===== src/rtl/excp_pkg.sv =====
package excp_pkg;

  // Cause codes double as vector slot indices.
  typedef enum logic [2:0] {
    K_RST  = 3'd0,
    K_UND  = 3'd1,
    K_SWI  = 3'd2,
    K_PABT = 3'd3,
    K_DABT = 3'd4,
    K_RSVD = 3'd5,
    K_IRQ  = 3'd6,
    K_FIQ  = 3'd7
  } kind_e;

  localparam int KIND_N = 8;
  localparam int PSR_W  = 32;
  localparam int MODE_W = 5;

  localparam int B_I = 7;
  localparam int B_F = 6;
  localparam int B_T = 5;

  localparam logic [MODE_W-1:0] M_USR = 5'b10000;
  localparam logic [MODE_W-1:0] M_FIQ = 5'b10001;
  localparam logic [MODE_W-1:0] M_IRQ = 5'b10010;
  localparam logic [MODE_W-1:0] M_SVC = 5'b10011;
  localparam logic [MODE_W-1:0] M_ABT = 5'b10111;
  localparam logic [MODE_W-1:0] M_UND = 5'b11011;
  localparam logic [MODE_W-1:0] M_SYS = 5'b11111;

  localparam logic [PSR_W-1:0] PSR_RESET = 32'h0000_00D3;

  // Rank 0 is served first.
  function automatic kind_e rank_kind(input int r);
    case (r)
      0:       return K_RST;
      1:       return K_DABT;
      2:       return K_FIQ;
      3:       return K_IRQ;
      4:       return K_PABT;
      5:       return K_UND;
      6:       return K_SWI;
      default: return K_RSVD;
    endcase
  endfunction

  function automatic logic [MODE_W-1:0] target_mode(input kind_e k);
    case (k)
      K_RST, K_SWI:   return M_SVC;
      K_UND:          return M_UND;
      K_PABT, K_DABT: return M_ABT;
      K_IRQ:          return M_IRQ;
      K_FIQ:          return M_FIQ;
      default:        return M_SVC;
    endcase
  endfunction

  function automatic logic raises_fmask(input kind_e k);
    return (k == K_RST) || (k == K_FIQ);
  endfunction

  function automatic logic has_saved_copy(input logic [MODE_W-1:0] m);
    return (m == M_FIQ) || (m == M_IRQ) || (m == M_SVC) ||
           (m == M_ABT) || (m == M_UND);
  endfunction

  function automatic logic [PSR_W-1:0] entry_psr(input logic [PSR_W-1:0] old,
                                                 input kind_e k);
    logic [PSR_W-1:0] p;
    p              = old;
    p[MODE_W-1:0]  = target_mode(k);
    p[B_T]         = 1'b0;
    p[B_I]         = 1'b1;
    if (raises_fmask(k)) p[B_F] = 1'b1;
    return p;
  endfunction

endpackage


===== src/rtl/excp_arbiter.sv =====
module excp_arbiter
  import excp_pkg::*;
#(
  parameter int N = KIND_N
) (
  input  logic [N-1:0] req,
  output logic         valid,
  output kind_e        kind
);

  always_comb begin
    valid = 1'b0;
    kind  = K_RST;
    // Walk from lowest to highest rank so the highest rank wins last.
    for (int r = N - 1; r >= 0; r--) begin
      if (req[rank_kind(r)]) begin
        valid = 1'b1;
        kind  = rank_kind(r);
      end
    end
  end

endmodule


===== src/rtl/excp_vector.sv =====
module excp_vector
  import excp_pkg::*;
#(
  parameter int               ADDR_W  = 32,
  parameter logic [ADDR_W-1:0] HI_BASE = 32'hFFFF_0000
) (
  input  kind_e             kind,
  input  logic              hi_vec,
  output logic [ADDR_W-1:0] vec
);

  localparam int PAD_W = ADDR_W - 5;

  logic [ADDR_W-1:0] base;
  logic [ADDR_W-1:0] offs;

  assign base = hi_vec ? HI_BASE : '0;
  assign offs = {{PAD_W{1'b0}}, kind, 2'b00};
  assign vec  = base + offs;

endmodule


===== src/rtl/excp_psr_reg.sv =====
module excp_psr_reg
  import excp_pkg::*;
(
  input  logic             clk,
  input  logic             rst_n,
  input  logic             take,
  input  kind_e            ent_kind,
  input  logic             ret_ok,
  input  logic [PSR_W-1:0] saved_psr,
  input  logic             psr_we,
  input  logic [PSR_W-1:0] psr_wdata,
  output logic [PSR_W-1:0] cpsr
);

  logic [PSR_W-1:0] cpsr_d;

  always_comb begin
    cpsr_d = cpsr;
    if (take)        cpsr_d = entry_psr(cpsr, ent_kind);
    else if (ret_ok) cpsr_d = saved_psr;
    else if (psr_we) cpsr_d = psr_wdata;
  end

  always_ff @(posedge clk) begin
    if (!rst_n) cpsr <= PSR_RESET;
    else        cpsr <= cpsr_d;
  end

endmodule


===== src/rtl/excp_sequencer.sv =====
module excp_sequencer
  import excp_pkg::*;
#(
  parameter int               ADDR_W  = 32,
  parameter logic [ADDR_W-1:0] HI_BASE = 32'hFFFF_0000
) (
  input  logic              clk,
  input  logic              rst_n,
  input  logic              hi_vec,
  input  logic              rst_req,
  input  logic              und_req,
  input  logic              swi_req,
  input  logic              pabt_req,
  input  logic              dabt_req,
  input  logic              irq_req,
  input  logic              fiq_req,
  input  logic [ADDR_W-1:0] ret_addr,
  input  logic              ret_req,
  input  logic [31:0]       saved_psr,
  input  logic [ADDR_W-1:0] saved_lr,
  input  logic              psr_we,
  input  logic [31:0]       psr_wdata,
  output logic [31:0]       cpsr,
  output logic [4:0]        mode,
  output logic              pc_we,
  output logic [ADDR_W-1:0] pc_next,
  output logic              bank_we,
  output logic [4:0]        bank_mode,
  output logic [ADDR_W-1:0] bank_lr,
  output logic [31:0]       bank_spsr,
  output logic              ret_reject
);

  // Named internal events, used by the bound checker.
  logic              take_evt;
  logic              ret_ok_evt;
  logic              ret_bad_evt;
  kind_e             win_kind;
  logic [KIND_N-1:0] req_vec;
  logic [ADDR_W-1:0] vec_addr;
  logic              irq_live;
  logic              fiq_live;

  assign irq_live = irq_req & ~cpsr[B_I];
  assign fiq_live = fiq_req & ~cpsr[B_F];

  // Bit index equals cause code; the reserved slot never requests.
  assign req_vec = {fiq_live, irq_live, 1'b0, dabt_req,
                    pabt_req, swi_req, und_req, rst_req};

  excp_arbiter #(.N(KIND_N)) arb_i (
    .req   (req_vec),
    .valid (take_evt),
    .kind  (win_kind)
  );

  excp_vector #(.ADDR_W(ADDR_W), .HI_BASE(HI_BASE)) vec_i (
    .kind   (win_kind),
    .hi_vec (hi_vec),
    .vec    (vec_addr)
  );

  assign ret_ok_evt  = ret_req & ~take_evt & ~cpsr[B_T] &
                       has_saved_copy(cpsr[MODE_W-1:0]);
  assign ret_bad_evt = ret_req & ~take_evt & ~ret_ok_evt;

  excp_psr_reg psr_i (
    .clk       (clk),
    .rst_n     (rst_n),
    .take      (take_evt),
    .ent_kind  (win_kind),
    .ret_ok    (ret_ok_evt),
    .saved_psr (saved_psr),
    .psr_we    (psr_we),
    .psr_wdata (psr_wdata),
    .cpsr      (cpsr)
  );

  assign mode = cpsr[MODE_W-1:0];

  always_ff @(posedge clk) begin
    if (!rst_n) begin
      pc_we      <= 1'b0;
      pc_next    <= '0;
      bank_we    <= 1'b0;
      bank_mode  <= M_SVC;
      bank_lr    <= '0;
      bank_spsr  <= '0;
      ret_reject <= 1'b0;
    end else begin
      pc_we      <= take_evt | ret_ok_evt;
      bank_we    <= take_evt;
      ret_reject <= ret_bad_evt;
      if (take_evt) begin
        pc_next   <= vec_addr;
        bank_mode <= target_mode(win_kind);
        bank_lr   <= ret_addr;
        bank_spsr <= cpsr;
      end else if (ret_ok_evt) begin
        pc_next   <= saved_lr;
      end
    end
  end

endmodule


===== config.mk =====
export PLATFORM = sky130hd
export DESIGN_NAME = excp_sequencer
export DESIGN_NICKNAME = d
export VERILOG_FILES = /design/src/rtl/excp_pkg.sv /design/src/rtl/excp_arbiter.sv /design/src/rtl/excp_vector.sv /design/src/rtl/excp_psr_reg.sv /design/src/rtl/excp_sequencer.sv
export SDC_FILE = /design/constraint.sdc
export NUM_CORES = 1
export LEC_CHECK = 0
export ABC_AREA = 1
export BUFFER_PORTS_ARGS = -buffer_cell sky130_fd_sc_hd__buf_4
export CORE_MARGIN = 5
export CORE_UTILIZATION = 40
export CTS_BUF_LIST = sky130_fd_sc_hd__clkbuf_16
export CTS_CLUSTER_SIZE = 28
export DETAILED_ROUTE_END_ITERATION = 8
export GPL_TIMING_DRIVEN = 0
export PLACE_DENSITY = 0.68
export SLEW_MARGIN = 25
export SYNTH_ARGS = -nofsm -noshare
export SYNTH_HDL_FRONTEND = slang
export SYNTH_SLANG_ARGS = --single-unit

===== constraint.sdc =====
create_clock -name clk -period 2.1 [get_ports clk]
set_input_delay 0.105 -clock clk [delete_from_list [all_inputs] [get_ports clk]]
set_output_delay 0.105 -clock clk [all_outputs]
set_load 0.1 [all_outputs]

### Word-level counts from Yosys, hierarchy flattened

Cells that the tools add are included.

* output and inout port bits: 141
* register bits after elaboration: 136
* logic and storage cells: 71

* multiplexer cells: 22
* bitwise logic cells: 13
* $add $sub $neg: 1
* reduce and logical (&&, ||, !) cells: 13
* equality and inequality tests: 11

Operators with widths (count)
* 2-to-1 mux 32 bit: 5
* adder 32 x 5 -> 32 bit: 1
* equality test 5 bit (second input constant): 5
* 2-to-1 mux 3 bit: 6
* one-hot mux 4 bit (4 select lines): 1
* equality test 3 bit (second input constant): 3
* 2-to-1 mux 1 bit: 8
* 2-to-1 mux 7 bit: 1
* bitwise AND 1 bit: 6
* NOT 1 bit: 6
* logical OR 1 bit: 5
* AND reduction 2 bit: 2
* nonzero test 2 bit: 2
* OR reduction 2 bit: 2
* equality test 3 x 1 -> 1 bit (second input constant): 1
* equality test 3 x 2 -> 1 bit (second input constant): 1
* logical NOT 3 bit: 1
* nonzero test 3 bit: 1
* 2-to-1 mux 2 bit: 1
* inequality test 2 x 1 -> 1 bit (second input constant): 1
* OR 1 bit: 1

### Depth between registers and ports, before layout

* depth in word-level cells: 13
* mapped depth: 12
* mapped depth without buffers: 12

### Modules after synthesis

From an unflattened synthesis, not the netlist that was laid out.

* cell total of the unflattened synthesis: 958
* area total of the unflattened synthesis: 6294.8 um^2

By module, submodules not included
* excp_sequencer: instances 1, area an instance 4361.7 um^2, cells an instance 644
* excp_psr_reg: instances 1, area an instance 1602.8 um^2, cells an instance 261
* excp_vector: instances 1, area an instance 244.0 um^2, cells an instance 33
* excp_arbiter: instances 1, area an instance 86.3 um^2, cells an instance 20

### Worst setup path after synthesis

No wires, ideal clock.

* kind: flip-flop to flip-flop
* start: register psr_i.cpsr[4]
* end: register psr_i.cpsr[11]
* setup time: 0.113 ns
* period minus slack after synthesis: 2.289 ns
* arrival time: 2.176 ns
* required time: 1.987 ns
* setup slack: -0.189 ns
* stages on the path, launching flop included: 10
* cells stage by stage: dfxtp_1 > nand3_1 > a21oi_4 > nand3_4 > nand2_1 > nand2_1 > buf_6 > buf_2 > nor2_1 > nor2_1

* longest elaborated chain between the ends: 8
* elaborated cells on any way between the ends: 13
* classes of those cells: eq/ne: 5; mux: 1; bitwise: 1; reduce/logical: 6

RTL lines
* start, declared: RTL line excp_psr_reg.sv:12 `output logic [PSR_W-1:0] cpsr`
* start signal, assigned: RTL line excp_psr_reg.sv:26 `else cpsr <= cpsr_d;`
* equality test 5 bit: RTL line excp_pkg.sv:63 `return (m == M_FIQ) || (m == M_IRQ) || (m == M_SVC) ||`
* logical OR 1 bit (3 in series): RTL line excp_pkg.sv:63
* logical OR 1 bit *: RTL line excp_pkg.sv:64 `(m == M_ABT) || (m == M_UND);`
* bitwise AND 1 bit *: RTL line excp_sequencer.sv:63 `assign ret_ok_evt = ret_req & ~take_evt & ~cpsr[B_T] &`
* nonzero test 2 bit (no source line)
* AND reduction 2 bit (no source line)

Every way passes the cells marked *; elsewhere a longest branch is shown, timed or not.
A chain may end at the register's enable or synchronous reset.

### Worst setup path in the final report

* start: register psr_i.cpsr[6]
* end: register psr_i.cpsr[7]

* longest elaborated chain between the ends: 10
* elaborated cells on any way between the ends: 12
* classes of those cells: mux: 4; bitwise: 6; reduce/logical: 2

RTL lines
* NOT 1 bit *: RTL line excp_sequencer.sv:45 `assign fiq_live = fiq_req & ~cpsr[B_F];`
* bitwise AND 1 bit *: RTL line excp_sequencer.sv:45
* 2-to-1 mux 1 bit * (3 in series): RTL line excp_arbiter.sv:16 `if (req[rank_kind(r)]) begin`
* NOT 1 bit (no source line)
* bitwise AND 1 bit (3 in series): RTL line excp_sequencer.sv:63
* 2-to-1 mux 32 bit / nonzero test 2 bit (equally long branches)

Marks and branches as above.

==> impl_metrics.tcl <==
set metrics [dict create \
    outcome "finished, final reports clean" \
    part_of_the_yosys_area_used_for_sequential_elements_pct 50.8 \
    die-height_um 125 \
    avgRoutedWirePerCell_um 16.2 \
    post_cts.repair.setup_buffers 0 \
    setup_viol_count_final 0 \
    synthCells 700 \
    critPathTopFamily "simple AND/OR/NAND/NOR gates" \
    route.detailed.drc 0 \
    place.gp.congestion 0.843 \
    finalSetupTns_ns 0 \
    antenna_found_initial 0 \
    p_seq_share_pct 36.9 \
    worst_pin_slew_ns 0.541 \
    period_minus_slack_ns 1.87 \
    dr_total_vias 6051 \
    io_buffers 279 \
    rsz0062_at_grt "no" \
    pwr-share-clk_pct 43.9 \
    multi_input_comb_area_um2 2140 \
    floorplan.die_area_um2 15700 \
    dp_slack_ns 0.183 \
    layout-area-overhead-vs-synth_pct 71.7 \
    cts_buffer_depth 2 \
    core_um2 13100 \
    timing.critical_path.to_type "flip-flop" \
    layout.area.seq_um2 2710 \
    slowest_stage "sky130_fd_sc_hd__dfxtp_2" \
    nNetsFinal 1224 \
    fmaxAchievable_mhz 534 \
    power.ir.vdd_worst_mv 0.625 \
    cts_root_buf "sky130_fd_sc_hd__clkbuf_16" \
    fp.dieW_um 125 \
    drt-initial-drc-count 318 \
    cts.hold.buffers_added 86 \
    overflow 0 \
    crit_path_buf_inv_count 4 \
    synthXorXnorAreaFrac_pct 0 \
    syn-num-nets 840 \
    share_of_final_layout_standard_cells_stronger_than_drive_strength_1_pct 33.0 \
    combined_area_of_all_synthesized_cells_um2 5320 \
    grt_util_all_layers_pct 25.7 \
    pin_count_of_the_biggest_net_entering_global_routing 17 \
    ys_types 25 \
    cellInternalPower_uw 5210 \
    yosys_warnings 0 \
    synth_simple_gate_area_share_pct 26.8 \
    cts_tree "yes" \
    initial_utilization_pct 40.5 \
    netSwitchingPower_uw 2110 \
    postSynthAreaPerCell_um2 7.60 \
    timing.critical_path.required_ns 2.40 \
    final_antenna_net_count 0 \
    post-route-period-util_pct 89.1 \
    combinationalPowerShare_pct 19.1 \
    timing.hold.worst.start "saved_psr[24]" \
    timing_max_transition_violations_final 0 \
    detail_route.vias_per_cell 4.76 \
    timing.slew.headroom_pct 63.9 \
    power-per-cell-area_nw_per_um2 801 \
    hold_path_class "in2reg" \
    synth_compound_area_share_pct 13.3 \
    clock_latency_ns 0.42 \
    worst_r2r_startpoint "psr_i.cpsr[6]" \
    setup.worst_path.start_class "flip-flop" \
    max_stage_delay_ns 0.34 \
    grt_first_pass_wirelength_um 32500 \
    htree_num_levels 4 \
    critical_path_peak_fanout 10 \
    cts_inserted_buffers 17 \
    ff_latch_count_synth 135 \
    n_fill_cell 1079 \
    max-cap-violations 0 \
    cts_repair_resize_count 0 \
    clkSinkCount 135 \
    fin_ws_ns 0.228 \
    hold_viol 0 \
    detailedRoute.firstPassIterationCount 5 \
    clock_skew_ns 0.00835 \
    floorplan.io_pins 281 \
    grt_pass1_vias 6090 \
    power.share.switching_pct 28.8 \
    synth_top_family_by_area "simple AND/OR/NAND/NOR gates" \
    wirelength_um 20600 \
    leakage_uw 0.00451 \
    clk_pin_slew_worst_paths_ns 0.06 \
    timing.critical_path.cells "inv_1 -> nand2_1 -> nand3_2 -> nor2_4 -> inv_2 -> nor2_1 -> buf_4 -> buf_2 -> nand4_1" \
    antenna-diode-count 0 \
    place_hpwl_um 14600 \
    post_synth_mux_area_share_pct 0 \
    worst_ep_arrival_time_ns 2.17 \
    worstSetupPathType "reg2reg" \
    setup.worst_path.start "psr_i.cpsr[6]" \
    post_synth_adder_cell_area_pct 0 \
    row_count 42 \
]
## path summary, 6_finish.rpt
kind	endpoint	slack, ns	cells after the start
hold / removal	psr_i.cpsr[24]	0.01	5
hold reg to reg	bank_spsr[0]	0.46	2
setup reg to reg	psr_i.cpsr[7]	0.23	9
setup / recovery	psr_i.cpsr[7]	0.23	9
## metrics by stage
step	utilization (%)	cell area, um^2	cells	total power [uW]	hold WS [ns]
2_1_floorplan	-	5330	700	3590	0.240
5_1_grt	69.5	9140	1272	7540	0.00443
4_1_cts	69.5	9140	1272	7360	0.000154
3_3_place_gp	58.2	7640	1155	4010	0.328
6_report	69.5	9140	1272	7320	0.0101
3_5_place_dp	58.2	7640	1155	4020	0.332
## power groups by stage
| stage | Sequential [uW] | Clock, uW | Combinational, uW |
|---|---|---|---|
| global route | 2710 | 3360 | 1470 |
| global placement | 2750 | 0 | 1260 |
| floorplan | 3360 | 0 | 234 |
| finish | 2700 | 3210 | 1400 |
| detailed placement | 2750 | 0 | 1260 |
| CTS | 2700 | 3270 | 1400 |
## placed cells by master, fill, tap and decap left out
master and instances:
sky130_fd_sc_hd__dfxtp_1 130, sky130_fd_sc_hd__nor3_1 1, sky130_fd_sc_hd__dlygate4sd3_1 86, sky130_fd_sc_hd__buf_4 289, sky130_fd_sc_hd__clkbuf_16 17, sky130_fd_sc_hd__inv_1 51, sky130_fd_sc_hd__o21ai_0 31, sky130_fd_sc_hd__nand2_1 231
sky130_fd_sc_hd__nand3_4 1, sky130_fd_sc_hd__nand3_1 49, sky130_fd_sc_hd__inv_2 4, sky130_fd_sc_hd__clkinv_1 1, sky130_fd_sc_hd__a21oi_1 23, sky130_fd_sc_hd__clkbuf_1 12, sky130_fd_sc_hd__nand2_2 1, sky130_fd_sc_hd__buf_2 26
sky130_fd_sc_hd__nor4_1 1, sky130_fd_sc_hd__nand4_1 4, sky130_fd_sc_hd__dfxtp_2 5, sky130_fd_sc_hd__clkinv_4 3, sky130_fd_sc_hd__a31oi_1 18, sky130_fd_sc_hd__nand3_2 1, sky130_fd_sc_hd__nand3b_1 1, sky130_fd_sc_hd__o21ai_1 4
sky130_fd_sc_hd__a21oi_4 1, sky130_fd_sc_hd__clkinvlp_4 1, sky130_fd_sc_hd__bufinv_16 5, sky130_fd_sc_hd__conb_1 1, sky130_fd_sc_hd__a22o_1 33, sky130_fd_sc_hd__clkinv_2 4, sky130_fd_sc_hd__nor2_4 2, sky130_fd_sc_hd__nor2_1 57
sky130_fd_sc_hd__buf_6 2
## worst register-to-register path, stage by stage, from the launching register on
cell                      delay [ns]
sky130_fd_sc_hd__dfxtp_2        0.34
sky130_fd_sc_hd__inv_1          0.06
sky130_fd_sc_hd__nand2_1        0.10
sky130_fd_sc_hd__nand3_2        0.13
sky130_fd_sc_hd__nor2_4         0.17
sky130_fd_sc_hd__inv_2          0.10
sky130_fd_sc_hd__nor2_1         0.21
sky130_fd_sc_hd__buf_4          0.25
sky130_fd_sc_hd__buf_2          0.27
sky130_fd_sc_hd__nand4_1        0.12
## cell usage after synthesis
master	instances	share of area [%]
sky130_fd_sc_hd__nor2_1	57	4.0
sky130_fd_sc_hd__clkbuf_1	12	0.85
sky130_fd_sc_hd__nand3_4	1	0.33
sky130_fd_sc_hd__buf_2	26	2.4
sky130_fd_sc_hd__buf_6	2	0.42
sky130_fd_sc_hd__a21oi_4	1	0.31
sky130_fd_sc_hd__nor2_4	2	0.42
sky130_fd_sc_hd__a22o_1	33	5.4
sky130_fd_sc_hd__nand4_1	4	0.47
sky130_fd_sc_hd__inv_2	4	0.28
sky130_fd_sc_hd__nand2_2	1	0.12
sky130_fd_sc_hd__nand2_1	231	16
sky130_fd_sc_hd__dfxtp_1	135	51
sky130_fd_sc_hd__conb_1	1	0.070
sky130_fd_sc_hd__a31oi_1	18	2.1
sky130_fd_sc_hd__nor4_1	1	0.12
sky130_fd_sc_hd__inv_1	51	3.6
sky130_fd_sc_hd__nor3_1	1	0.094
sky130_fd_sc_hd__nand3_1	49	4.6
sky130_fd_sc_hd__o21ai_0	31	2.9
sky130_fd_sc_hd__nand3_2	1	0.19
sky130_fd_sc_hd__nand3b_1	1	0.14
sky130_fd_sc_hd__a21oi_1	23	2.2
sky130_fd_sc_hd__o21ai_1	4	0.38
sky130_fd_sc_hd__buf_4	10	1.4
## area by class of cell
type / instances / area share, %
buffer: 50 / 2.99
sequential: 135 / 29.7
clock buffer: 17 / 4.66
multi-input combinational: 460 / 23.4
clock inverter: 14 / 2.27
timing repair buffer: 365 / 32.4
inverter: 55 / 2.26
tap: 176 / 2.41
## flip-flops by register name, summed over array words and instances (netlist names)
register and flops:
bank_we 1, bank_mode 4, pc_we 1, bank_lr 32, pc_next 32, ret_reject 1, psr_i.cpsr 32, bank_spsr 32
## per-layer routing
layer / track usage (%) / share of wire, % / vias up
met1: 29.2 / 40 / 2694
met5: 0 / 0 / -
li1: - / - / 3025
met2: 43.4 / 48 / 285
met4: 10.5 / 3.0 / 0
met3: 10.1 / 9.4 / 47
## kinds of logic after synthesis
logic type,count (synthesis)
other,1
buffers and inverters,105
AO/OA/AOI/OAI,110
flip-flops,135
AND/OR/NAND/NOR,349
(Power assumes the default switching activity.)
